**src/rtl/conv_seq_pkg.sv**
```systemverilog
package conv_seq_pkg;
    localparam int NUM_CH   = 4;
    localparam int CH_W     = $clog2(NUM_CH);
    localparam int SMP_W    = 8;
    localparam int DIV_W    = 3;
    localparam int CNT_W    = 1 << DIV_W;
    localparam int RATIO_W  = CNT_W + 1;
    localparam int F_CH_LO  = 0;
    localparam int F_VAR    = CH_W;
    localparam int F_SWEEP  = CH_W + 1;
    localparam int F_DIV_LO = CH_W + 2;
    localparam int F_RUN    = CH_W + 2 + DIV_W;
    localparam int CTL_W    = F_RUN + 1;
    localparam int BANK_W   = NUM_CH * SMP_W;

    // encoding follows {sweep, variant}
    typedef enum logic [1:0] {
        MODE_SAME4      = 2'b00,
        MODE_SAME1      = 2'b01,
        MODE_SWEEP1     = 2'b10,
        MODE_SWEEP_LOOP = 2'b11
    } mode_e;

    typedef enum logic [1:0] {
        ST_IDLE = 2'b00,
        ST_WAIT = 2'b01,
        ST_CONV = 2'b10
    } state_e;

    typedef struct packed {
        mode_e             mode;
        logic [DIV_W-1:0]  div;
        logic [CH_W-1:0]   ch;
    } cfg_t;

    function automatic cfg_t decode_ctl(input logic [CTL_W-1:0] w);
        cfg_t c;
        c.ch   = w[F_CH_LO +: CH_W];
        c.div  = w[F_DIV_LO +: DIV_W];
        c.mode = mode_e'({w[F_SWEEP], w[F_VAR]});
        return c;
    endfunction

    function automatic logic [RATIO_W-1:0] ratio_of(input logic [DIV_W-1:0] d);
        return RATIO_W'(2) << d;
    endfunction

    function automatic logic [CH_W-1:0] last_idx(input mode_e m);
        return (m == MODE_SAME1) ? '0 : CH_W'(NUM_CH - 1);
    endfunction

    function automatic logic sweeps(input mode_e m);
        return (m == MODE_SWEEP1) || (m == MODE_SWEEP_LOOP);
    endfunction
endpackage

```
**src/rtl/cs_ctl_reg.sv**
```systemverilog
module cs_ctl_reg
    import conv_seq_pkg::*;
(
    input  logic              clk,
    input  logic              rst,
    input  logic              wr,
    input  logic [CTL_W-1:0]  wdata,
    input  logic              accept,
    output cfg_t              cfg
);
    always_ff @(posedge clk) begin
        if (rst) begin
            cfg <= '0;
        end else if (wr && accept) begin
            cfg <= decode_ctl(wdata);
        end
    end

    AST_CFG_FROZEN: assert property (@(posedge clk) disable iff (rst)
        !accept |=> $stable(cfg));
endmodule

```
**src/rtl/cs_prescaler.sv**
```systemverilog
module cs_prescaler
    import conv_seq_pkg::*;
(
    input  logic              clk,
    input  logic              rst,
    input  logic              run,
    input  logic [DIV_W-1:0]  div,
    output logic              tick
);
    logic [CNT_W-1:0] cnt;

    assign tick = ({1'b0, cnt} == (ratio_of(div) - RATIO_W'(1)));

    always_ff @(posedge clk) begin
        if (rst || !run) begin
            cnt <= '0;
        end else if (!tick) begin
            cnt <= cnt + CNT_W'(1);
        end
    end

    AST_TICK_NEEDS_RUN: assert property (@(posedge clk) disable iff (rst)
        tick |-> $past(run));
endmodule

```
**src/rtl/cs_result_bank.sv**
```systemverilog
module cs_result_bank
    import conv_seq_pkg::*;
(
    input  logic               clk,
    input  logic               rst,
    input  logic               we,
    input  logic [CH_W-1:0]    widx,
    input  logic [SMP_W-1:0]   wdata,
    output logic [BANK_W-1:0]  bank
);
    for (genvar g = 0; g < NUM_CH; g++) begin : g_slot
        logic [SMP_W-1:0] slot_q;
        always_ff @(posedge clk) begin
            if (rst) begin
                slot_q <= '0;
            end else if (we && (widx == CH_W'(g))) begin
                slot_q <= wdata;
            end
        end
        assign bank[g*SMP_W +: SMP_W] = slot_q;
    end
endmodule

```
**src/rtl/conv_sequencer.sv**
```systemverilog
module conv_sequencer
    import conv_seq_pkg::*;
(
    input  logic               clk,
    input  logic               rst,
    input  logic               ctl_wr,
    input  logic [CTL_W-1:0]   ctl_wdata,
    input  logic               tmr_trig,
    output logic               conv_start,
    output logic [CH_W-1:0]    conv_ch,
    input  logic               core_busy,
    input  logic               core_done,
    input  logic [SMP_W-1:0]   core_data,
    output logic               seq_active,
    output logic               fin_irq,
    output logic [BANK_W-1:0]  res_bank
);
    state_e          state;
    cfg_t            cfg;
    logic [CH_W-1:0] idx;
    logic            tick;
    logic            soc_q;
    logic            irq_q;
    logic            start_req;
    logic            stop_req;
    logic            res_we;
    logic            at_last;

    assign start_req  = (ctl_wr && ctl_wdata[F_RUN]) || tmr_trig;
    assign stop_req   = ctl_wr && !ctl_wdata[F_RUN];
    assign at_last    = (idx == last_idx(cfg.mode));
    assign res_we     = (state == ST_CONV) && core_done && !stop_req;
    assign seq_active = (state != ST_IDLE);
    assign conv_start = soc_q;
    assign fin_irq    = irq_q;
    assign conv_ch    = sweeps(cfg.mode) ? idx : cfg.ch;

    cs_ctl_reg u_ctl (
        .clk    (clk),
        .rst    (rst),
        .wr     (ctl_wr),
        .wdata  (ctl_wdata),
        .accept (state == ST_IDLE),
        .cfg    (cfg)
    );

    cs_prescaler u_presc (
        .clk  (clk),
        .rst  (rst),
        .run  (state == ST_WAIT),
        .div  (cfg.div),
        .tick (tick)
    );

    cs_result_bank u_res (
        .clk   (clk),
        .rst   (rst),
        .we    (res_we),
        .widx  (idx),
        .wdata (core_data),
        .bank  (res_bank)
    );

    always_ff @(posedge clk) begin
        if (rst) begin
            state <= ST_IDLE;
            idx   <= '0;
            soc_q <= 1'b0;
            irq_q <= 1'b0;
        end else begin
            soc_q <= 1'b0;
            irq_q <= 1'b0;
            case (state)
                ST_IDLE: begin
                    if (start_req) begin
                        state <= ST_WAIT;
                        idx   <= '0;
                    end
                end
                ST_WAIT: begin
                    if (stop_req) begin
                        state <= ST_IDLE;
                    end else if (tick && !core_busy) begin
                        soc_q <= 1'b1;
                        state <= ST_CONV;
                    end
                end
                ST_CONV: begin
                    if (stop_req) begin
                        state <= ST_IDLE;
                    end else if (core_done) begin
                        if (at_last) begin
                            irq_q <= 1'b1;
                            idx   <= '0;
                            state <= (cfg.mode == MODE_SWEEP_LOOP) ? ST_WAIT : ST_IDLE;
                        end else begin
                            idx   <= idx + CH_W'(1);
                            state <= ST_WAIT;
                        end
                    end
                end
                default: state <= ST_IDLE;
            endcase
        end
    end

    AST_SOC_NOT_BUSY: assert property (@(posedge clk) disable iff (rst)
        conv_start |-> !$past(core_busy));
    AST_SOC_PULSE: assert property (@(posedge clk) disable iff (rst)
        conv_start |=> !conv_start);
    AST_SOC_ACTIVE: assert property (@(posedge clk) disable iff (rst)
        conv_start |-> seq_active);
    AST_FIN_PULSE: assert property (@(posedge clk) disable iff (rst)
        fin_irq |=> !fin_irq);
    AST_FIN_FROM_DONE: assert property (@(posedge clk) disable iff (rst)
        fin_irq |-> $past(core_done));
    AST_ONESHOT_ENDS: assert property (@(posedge clk) disable iff (rst)
        (fin_irq && cfg.mode != MODE_SWEEP_LOOP) |-> !seq_active);
endmodule

```
**config.mk**
```make
export PLATFORM = sky130hd
export DESIGN_NAME = conv_sequencer
export DESIGN_NICKNAME = d
export VERILOG_FILES = /design/src/rtl/conv_seq_pkg.sv /design/src/rtl/cs_ctl_reg.sv /design/src/rtl/cs_prescaler.sv /design/src/rtl/cs_result_bank.sv /design/src/rtl/conv_sequencer.sv
export SDC_FILE = /design/constraint.sdc
export NUM_CORES = 1
export LEC_CHECK = 0
export BUFFER_PORTS_ARGS = -buffer_cell sky130_fd_sc_hd__clkbuf_2
export CAP_MARGIN = 20
export CORE_UTILIZATION = 30
export CTS_BUF_LIST = sky130_fd_sc_hd__clkbuf_4 sky130_fd_sc_hd__clkbuf_8 sky130_fd_sc_hd__clkbuf_16
export DETAILED_ROUTE_END_ITERATION = 8
export SYNTH_ARGS = -nofsm -noshare
export SYNTH_HDL_FRONTEND = slang
export SYNTH_SLANG_ARGS = --single-unit
```
**constraint.sdc**
```tcl
create_clock -name clk -period 2.9 [get_ports clk]
set_input_delay 0.58 -clock clk [delete_from_list [all_inputs] [get_ports clk]]
set_output_delay 0.58 -clock clk [all_outputs]
set_load 0.02 [all_outputs]
```
==> impl_metrics.csv, run 1 <==
group,metric,value,unit
run_status,status,"complete, no violations",
timing,max_slew_margin,47.76,%
setup_path,slowest_stage,"or3_2",
cells_and_area,layout.nets,369,
setup_path,crit_path_end_kind,"flop",
route,drtAntennaViolNets,0,
route,post_drt_via_cell_ratio,4.831,
cells_and_area,antennaDiodeCount,0,
setup_path,slowest_delay,0.51,ns
setup_path,crit_chain,"or3_2 > ha_1 > xor2_1 > mux2_2 > o22ai_1 > o2111a_2 > nor4b_1 > or2_2",
global_routing,gr-total-overflow,0,
hold_path,worstHoldPathCells,2,
timing,period_minus_slack,2.687,ns
die,design.die.area,0.008318,sq mm
setup_path,rrSetupSlack,0.21,ns
timing,slew_violations,0,
clock_tree,cts_buffer_depth,2,
hold_path,hp-class,"flop to flop",
logic_synthesis,synth_top_area_share,44.44,%
timing,hold_violations,0,
global_routing,grt_pass1_wl,9597,microns
logic_synthesis,synth_fp_nets,320,
global_routing,grt_pass1_vias,2002,
cells_and_area,drive_above_1_share,23.39,%
die,die_h,91.21,microns
route,vias,2145,
die,core-area,0.007727,sq mm
logic_synthesis,synth-edff-count,0,
logic_synthesis,synth-seq-cells,53,
logic_synthesis,synth_area_per_cell,8.176,sq um
logic_synthesis,synth_area_leader_cell,"dfxtp_1",
route,drt_iter0_drc,98,
route,drc_errors,0,
clock_tree,cts.repair.resized,0,
logic_synthesis,synthTopCellsByArea,"dfxtp_1 (44%), a21oi_1 (9.0%), nand3_1 (7.5%)",
setup_path,criticalPathCategory,"flop to flop",
power,vdd_drop_max,0.1466,mV
power,power.density,462.2,mW/mm^2
clock_tree,hold_buffers,0,
setup_path,critical_path_buf_inv_count,0,
logic_synthesis,synth_cell_type_count,41,
setup_path,worstPathArrival,2.94,ns
timing,fin_tns_setup,0,ns
setup_path,path_max_fanout,16,
clock_tree,root_buffer,"clkbuf_8",
setup_path,crit_cells,8,
logic_synthesis,synthFlopType,"dfxtp_1",
die,start_util,30.89,%
timing,setup_viol,0,
logic_synthesis,syn_area,0.002387,sq mm
timing,fmax,372.1,MHz
setup_path,r2r_cells,8,
place,numPortBuffers,58,
flow_run,drv_cap,0,
logic_synthesis,ys_seq_area_share,44.44,%
setup_path,crit_required,3.16,ns
clock_tree,clock_sinks,53,
global_routing,antenna_found_initial,0,
die,core.rowCount,32,
clock_tree,cts_tree,"yes",
timing,tightest_slew,0.7807,ns
cells_and_area,nFillCells,795,
logic_synthesis,yosysWarningCount,0,
clock_tree,htreeDepth,2,
place,place_hpwl,4121,microns
die,die_x,91.21,microns
setup_path,critPathLaunchType,"flop",
logic_synthesis,synthArstFlopShare,0,%
clock_tree,cts_setup_buffers,0,
timing,grt_setup_unrepaired,"no",
logic_synthesis,syn_inst,292,
clock_tree,clkLatencyLatePin,0.31,ns
clock_tree,cts_made_buffers,5,
setup_path,crit_family,"simple AND/OR/NAND/NOR gates",
global_routing,grt_max_degree,45,
route,drt_wl_total,5757,microns
timing,worst_hold_slack,0.4570,ns
power,finalPower,1.304,mW
global_routing,grtUsageTotal,14.42,%
clock_tree,clk_pin_slew,0.09,ns
cells_and_area,syn2layout_area_growth,18.19,%
route,drtPass1Iterations,4,
timing,fin_crit_sh,92.66,%
route,wl_per_cell,12.97,microns
power,leakage,1.093,nW
place,gp_congestion,0.8293,
die,num_io_pins,59,
timing,skew,0.01110,ns
==> worst paths after layout <==
| check | to | start |
|---|---|---|
| worst min register to register | u_res.g_slot[1].slot_q[7]$_SDFFE_PP0P_ | u_res.g_slot[1].slot_q[7]$_SDFFE_PP0P_ |
| worst min-delay path | u_res.g_slot[1].slot_q[7]$_SDFFE_PP0P_ | u_res.g_slot[1].slot_q[7]$_SDFFE_PP0P_ |
| worst max-delay path | state[1]$_SDFFE_PP0P_ | u_ctl.cfg[4]$_SDFFE_PP0P_ |
| worst max register to register | state[1]$_SDFFE_PP0P_ | u_ctl.cfg[4]$_SDFFE_PP0P_ |
==> worst register-to-register path: stages (launching register included) <==
cell,delay (ns)
dfxtp_1,0.39
or3_2,0.51
ha_1,0.31
xor2_1,0.17
mux2_2,0.27
o22ai_1,0.11
o2111a_2,0.36
nor4b_1,0.35
or2_2,0.17
==> per-stage QoR <==
stage | utilization [%] | instance area, sq um | worst slack, ns | std cells
final | 36.51 | 2821 | 0.2127 | 444
after detailed placement | 35.35 | 2731 | 0.2269 | 436
after global routing | 36.51 | 2821 | 0.03608 | 444
after floorplan | - | 2387 | 0.3446 | 292
after global placement | 35.35 | 2731 | 0.3092 | 436
after CTS | 36.51 | 2821 | 0.2060 | 444
==> metal layers <==
layer  vias up  GRT usage [%]  wire length [microns]
li1       1110              -                      -
met1       996          17.71                   2719
met2        32          24.68                   2760
met3         7          3.266                    204
met4         0          5.026                     72
met5         -              0                      0
==> report_power, final <==
group | internal [mW] | switching, mW
Clock | 0.172 | 0.258
Sequential | 0.736 | 0.0117
Combinational | 0.0546 | 0.0710
Total | 0.963 | 0.341
==> final cells by class <==
| type | instances | area (sq um) | share of cell area (%) |
|---|---|---|---|
| multi-input cells | 213 | 1204 | 42.66 |
| flip-flops and latches | 53 | 1061 | 37.61 |
| repair buffers | 61 | 312.8 | 11.09 |
| well taps | 102 | 127.6 | 4.523 |
| clock buffers | 5 | 68.82 | 2.439 |
| inverters | 7 | 26.28 | 0.9313 |
| clock inverters | 3 | 21.27 | 0.7539 |
==> synth_stat cells (all sizes together) (3+ instances only) <==
library cell and count:
nor2 19, mux2 3, o21ai 7, xnor2 4, clkbuf 14, nor2b 3, or3 8, or2 3
mux2i 7, dfxtp 53, nand2 44, nand3 36, a21oi 43, ha 6, inv 7, and3 3
buf 5
==> logic make-up after synthesis <==
| logic type | Yosys count | share of synthesized area (%) |
|---|---|---|
| AO/OA/AOI/OAI | 61 | 14.26 |
| multiplexers | 10 | 4.350 |
| flip-flops | 53 | 44.44 |
| XOR/XNOR | 6 | 2.201 |
| adder cells (fa/ha/maj) | 6 | 3.145 |
| buffers and inverters | 26 | 5.136 |
| AND/OR/NAND/NOR | 130 | 26.47 |
==> cell usage in the layout (no fill, tap or decap), types with 4 or more instances in the layout <==
cell type / count
clkbuf_2: 58
dfxtp_1: 53
nand2_1: 44
a21oi_1: 43
nand3_1: 36
nor2_1: 19
inv_1: 7
or3_1: 7
o21ai_0: 7
mux2i_1: 7
ha_1: 6
clkbuf_8: 5
xnor2_1: 4
==> registers in the layout, summed over array words and instances, names as in the netlist <==
register             count
idx                      2
fin_irq                  1
state                    2
u_ctl.cfg                7
conv_start               1
u_presc.cnt              8
u_res.g_slot.slot_q     32
No activity file was read; power rests on OpenSTA's default activity.
==> inputs of run 2 (changes only) <==
--- a/config.mk
+++ b/config.mk
@@ -5,11 +5,13 @@
 export SDC_FILE = /design/constraint.sdc
 export NUM_CORES = 1
 export LEC_CHECK = 0
+export ABC_AREA = 0
 export BUFFER_PORTS_ARGS = -buffer_cell sky130_fd_sc_hd__clkbuf_2
 export CAP_MARGIN = 20
-export CORE_UTILIZATION = 30
+export CORE_UTILIZATION = 45
 export CTS_BUF_LIST = sky130_fd_sc_hd__clkbuf_4 sky130_fd_sc_hd__clkbuf_8 sky130_fd_sc_hd__clkbuf_16
 export DETAILED_ROUTE_END_ITERATION = 8
+export PLACE_DENSITY = 0.69
 export SYNTH_ARGS = -nofsm -noshare
 export SYNTH_HDL_FRONTEND = slang
 export SYNTH_SLANG_ARGS = --single-unit
==> impl_metrics.csv, run 2 (same netlist as run 1, synthesis figures left out) <==
group,metric,value,unit
run_status,status,"complete, no violations",
hold_path,min-delay-start,"u_res.g_slot[2].slot_q[2]$_SDFFE_PP0P_",
timing,fin_crit_sh,93.28,%
route,vias,2148,
route,met3WireLength,151,microns
route,post_drt_via_cell_ratio,5.214,
setup_path,worstPathArrival,2.96,ns
cells_and_area,regArea,0.001061,sq mm
die,num_io_pins,59,
route,wl_per_cell,13.01,microns
timing,hold_violations,0,
timing,skew,0.009811,ns
clock_tree,cts.repair.resized,0,
timing,worst_hold_slack,0.4580,ns
cells_and_area,final_cell_mix,"clkbuf_2 (58), dfxtp_1 (53), nand2_1 (44), a21oi_1 (43), nand3_1 (36)",
place,place_hpwl,3808,microns
route,drtAntennaViolNets,0,
setup_path,path_max_fanout,16,
route,drt_wl_total,5361,microns
die,design.die.area,0.005600,sq mm
global_routing,grt_max_degree,45,
route,routed.top_layer,"met4",
timing,fmax,369.7,MHz
place,gp_congestion,0.7522,
timing,max_slew_margin,50.21,%
setup_path,crit-reg2reg-launch,"u_ctl.cfg[4]$_SDFFE_PP0P_",
place,postPlaceCellArea,0.002691,sq mm
setup_path,criticalPathCategory,"flop to flop",
global_routing,antenna_found_initial,0,
global_routing,grtUsageTotal,18.95,%
route,wl_met1,2634,microns
route,wl_met2,2519,microns
route,drc_errors,0,
clock_tree,cts_tree,"yes",
setup_path,crit_required,3.16,ns
route,drt_iter0_drc,172,
clock_tree,cts_setup_buffers,0,
clock_tree,root_buffer,"clkbuf_8",
timing,period_minus_slack,2.705,ns
cells_and_area,largest_reg_flops,32,
clock_tree,clkLatencyLatePin,0.31,ns
setup_path,cp-startpoint,"u_ctl.cfg[4]$_SDFFE_PP0P_",
place,placedCellCount,404,
clock_tree,hold_buffers,0,
die,die_x,74.84,microns
flow_run,drv_cap,0,
cells_and_area,syn2layout_area_growth,17.45,%
clock_tree,clk_pin_slew,0.10,ns
die,core-area,0.005107,sq mm
global_routing,gr-total-overflow,0,
power,vdd_drop_max,0.3271,mV
cells_and_area,nFillCells,522,
die,die_h,74.84,microns
cells_and_area,regMostFlops,"u_res.g_slot.slot_q",
cells_and_area,multi_input_area,0.001204,sq mm
clock_tree,clock_sinks,53,
power,leakage,1.107,nW
cells_and_area,design_area,0.002804,sq mm
hold_path,hp-class,"flop to flop",
clock_tree,cts_made_buffers,5,
cells_and_area,drive_above_1_share,23.39,%
clock_tree,htreeDepth,2,
timing,slew_violations,0,
power,power.density,493.2,mW/mm^2
cells_and_area,layout.nets,369,
global_routing,grt_pass1_vias,1744,
die,start_util,46.74,%
place,numPortBuffers,58,
cells_and_area,fin_cells,412,
timing,fin_tns_setup,0,ns
die,core.rowCount,26,
route,drtPass1Iterations,4,
timing,setup_viol,0,
timing,grt_setup_unrepaired,"no",
cells_and_area,antennaDiodeCount,0,
setup_path,crit_path_end_kind,"flop",
global_routing,grt_pass1_wl,8017,microns
cells_and_area,final_common_cell,"clkbuf_2",
setup_path,critPathLaunchType,"flop",
cells_and_area,reg.largest.list,"u_res.g_slot.slot_q: 32 flops, u_presc.cnt: 8 flops, u_ctl.cfg: 7 flops",
timing,tightest_slew,0.7440,ns
clock_tree,cts_buffer_depth,2,
run 2: changes by cell type in the layout (fill, tap and decap cells not counted), sizes merged:
cell      previous run  this run
bufinv               0         1
clkinvlp             1         0
run 2: path summary, 6_finish.rpt:
path	to	slack (ns)	depth (start not counted)
hold reg to reg	u_res.g_slot[2].slot_q[2]$_SDFFE_PP0P_	0.46	2
setup reg to reg	state[1]$_SDFFE_PP0P_	0.19	8
setup / recovery	state[1]$_SDFFE_PP0P_	0.19	8
hold / removal	u_res.g_slot[2].slot_q[2]$_SDFFE_PP0P_	0.46	2
run 2: power by group:
part	leakage, nW	internal (mW)	switching, mW
Clock	0.0585	0.259	0.251
Sequential	0.428	0.736	0.0112
Combinational	0.620	0.0549	0.0706
Total	1.11	1.05	0.333
run 2: layer usage:
| layer | GRT usage [%] | up-vias |
|---|---|---|
| li1 | - | 1107 |
| met1 | 25.97 | 997 |
| met2 | 30.53 | 38 |
| met3 | 3.748 | 6 |
| met4 | 5.031 | 0 |
| met5 | 0 | - |
run 2: through the flow:
step / worst slack (ns) / util, % / power (mW)
after floorplan: 0.3446 / - / 0.8525
final: 0.1948 / 54.90 / 1.383
after global placement: 0.3110 / 52.69 / 0.8868
after global routing: 0.08596 / 54.90 / 1.435
after CTS: 0.1875 / 54.90 / 1.396
after detailed placement: 0.2017 / 52.69 / 0.8910
run 2: critical path: stages, from the launching register on:
cell	delay (ns)
dfxtp_1	0.39
or3_2	0.49
ha_1	0.31
xor2_1	0.18
mux2_2	0.28
o22ai_1	0.15
o2111a_2	0.37
nor4b_1	0.32
or2_2	0.17
run 2: layout make-up:
cell class | instances | share of cell area [%]
repair buffers | 61 | 11.16
multi-input cells | 213 | 42.93
inverters | 7 | 0.9371
clock buffers | 5 | 2.454
flip-flops and latches | 53 | 37.84
well taps | 70 | 3.124
clock inverters | 3 | 1.562
==> inputs of run 3 (changes only) <==
--- a/config.mk
+++ b/config.mk
@@ -7,11 +7,11 @@
 export LEC_CHECK = 0
 export ABC_AREA = 0
 export BUFFER_PORTS_ARGS = -buffer_cell sky130_fd_sc_hd__clkbuf_2
-export CAP_MARGIN = 20
-export CORE_UTILIZATION = 45
+export CORE_ASPECT_RATIO = 1.2
+export CORE_UTILIZATION = 53
 export CTS_BUF_LIST = sky130_fd_sc_hd__clkbuf_4 sky130_fd_sc_hd__clkbuf_8 sky130_fd_sc_hd__clkbuf_16
 export DETAILED_ROUTE_END_ITERATION = 8
-export PLACE_DENSITY = 0.69
+export PLACE_DENSITY = 0.79
 export SYNTH_ARGS = -nofsm -noshare
 export SYNTH_HDL_FRONTEND = slang
 export SYNTH_SLANG_ARGS = --single-unit
==> impl_metrics.csv, run 3 (same netlist as run 1, synthesis figures left out) <==
group,metric,value,unit
cells_and_area,regMostFlops,"u_res.g_slot.slot_q",
setup_path,slowest_delay,0.50,ns
route,drtAntennaViolNets,0,
cells_and_area,syn2layout_area_growth,18.24,%
power,p_seq_share,51.4,%
place,place_hpwl,3694,microns
setup_path,slowest_stage,"or3_2",
timing,grt_setup_unrepaired,"no",
global_routing,grtUsageTotal,22.04,%
die,die_h,75.52,microns
global_routing,grt_max_degree,45,
timing,fmax,374.7,MHz
clock_tree,root_buffer,"clkbuf_8",
route,drtPass1Iterations,4,
die,core-area,0.004294,sq mm
timing,setup_viol,0,
global_routing,gr-total-overflow,0,
route,vias,2167,
flow_run,drv_cap,0,
route,drt_wl_total,5205,microns
setup_path,crit_family,"simple AND/OR/NAND/NOR gates",
setup_path,worstPathArrival,2.87,ns
global_routing,antenna_found_initial,0,
clock_tree,hold_buffers,0,
setup_path,critical_path_buf_inv_count,0,
route,drc_errors,0,
run_status,status,"complete, no violations",
timing,period_minus_slack,2.669,ns
global_routing,grt_pass1_vias,1795,
cells_and_area,final_common_cell,"clkbuf_2",
timing,tightest_slew,0.6273,ns
timing,skew,0.007114,ns
route,wl_per_cell,13.01,microns
clock_tree,cts_tree,"yes",
setup_path,crit_required,3.10,ns
route,drt_iter0_drc,150,
place,gp_congestion,0.7667,
power,vdd_drop_max,0.3845,mV
setup_path,crit_chain,"or3_2 > ha_1 > and4bb_1 > a211oi_2 > o22ai_1 > o2111a_2 > nor4b_1 > or2_2",
die,start_util,55.59,%
cells_and_area,regArea,0.001061,sq mm
clock_tree,cts.repair.resized,0,
cells_and_area,drive_above_1_share,23.84,%
cells_and_area,largest_reg_flops,32,
clock_tree,clock_sinks,53,
cells_and_area,nFillCells,403,
cells_and_area,layout.nets,371,
setup_path,critPathLaunchType,"flop",
timing,fin_crit_sh,92.03,%
timing,fin_tns_setup,0,ns
cells_and_area,multi_input_area,0.001204,sq mm
place,numPortBuffers,58,
die,core.rowCount,26,
power,switching_share,22.01,%
clock_tree,htreeDepth,2,
power,power.density,515.6,mW/mm^2
clock_tree,clkLatencyLatePin,0.31,ns
clock_tree,clk_pin_slew,0.09,ns
clock_tree,cts_made_buffers,5,
die,die_x,63.27,microns
die,design.die.area,0.004778,sq mm
power,p_int,1.135,mW
cells_and_area,fin_cells,400,
cells_and_area,reg.largest.list,"u_res.g_slot.slot_q: 32 flops, u_presc.cnt: 8 flops, u_ctl.cfg: 7 flops",
cells_and_area,final_cell_mix,"clkbuf_2 (58), dfxtp_1 (53), nand2_1 (44), a21oi_1 (43), nand3_1 (36)",
power,share_comb_of_total_power,8.6,%
hold_path,hp-class,"primary input to flop",
clock_tree,cts_setup_buffers,0,
timing,max_slew_margin,58.18,%
setup_path,crit_path_end_kind,"flop",
power,p_clk_share,40.0,%
clock_tree,cts_buffer_depth,2,
cells_and_area,antennaDiodeCount,0,
setup_path,criticalPathCategory,"flop to flop",
timing,hold_violations,0,
power,leakage,1.127,nW
place,placedCellCount,392,
global_routing,grt_pass1_wl,8169,microns
timing,slew_violations,0,
route,post_drt_via_cell_ratio,5.418,
power,switchingPower,320.4,uW
die,num_io_pins,59,
setup_path,path_max_fanout,16,
==> run 3: stage by stage <==
step,worst slack (ns),utilization [%],hold slack [ns],power [mW],instance area [sq um]
floorplan,0.3446,-,0.4561,0.8525,2387
global placement,0.3198,62.62,0.4424,0.8865,2689
detailed placement,0.2531,62.62,0.4465,0.8899,2689
CTS,0.2327,65.73,0.4509,1.465,2823
global route,0.07644,65.73,0.4609,1.502,2823
finish,0.2310,65.73,0.4581,1.455,2823
==> run 3: layout make-up <==
class	instances	share of cell area [%]
multi-input combinational	213	42.64
sequential	53	37.59
timing repair buffer	63	11.61
tap	56	2.482
clock buffer	5	2.438
clock inverter	3	2.305
inverter	7	0.9309
==> run 3: path summary, 6_finish.rpt <==
check / slack, ns / startpoint / to / cells past startpoint
hold reg to reg: 0.46 / u_res.g_slot[0].slot_q[5]$_SDFFE_PP0P_ / u_res.g_slot[0].slot_q[5]$_SDFFE_PP0P_ / 2
setup reg to reg: 0.23 / u_ctl.cfg[4]$_SDFFE_PP0P_ / state[1]$_SDFFE_PP0P_ / 8
setup / recovery: 0.23 / u_ctl.cfg[4]$_SDFFE_PP0P_ / state[1]$_SDFFE_PP0P_ / 8
hold / removal: 0.46 / core_busy / conv_start$_SDFF_PP0_ / 2
==> run 3: power groups by stage <==
stage	registers (mW)	clock network (mW)	logic, mW
5_1_grt	0.750	0.615	0.137
3_3_place_gp	0.764	0	0.123
3_5_place_dp	0.765	0	0.125
2_1_floorplan	0.758	0	0.0940
4_1_cts	0.748	0.591	0.126
6_report	0.748	0.582	0.125
==> run 3: layer usage <==
layer  wire length [microns]  part of all wire, %  up-vias  track usage, %
met1                    2347                   45      975           27.90
met3                     269                  5.2        6           4.341
li1                        -                    -     1114               -
met4                      76                  1.5        0           7.828
met5                       0                    0        -               0
met2                    2513                   48       72           37.87
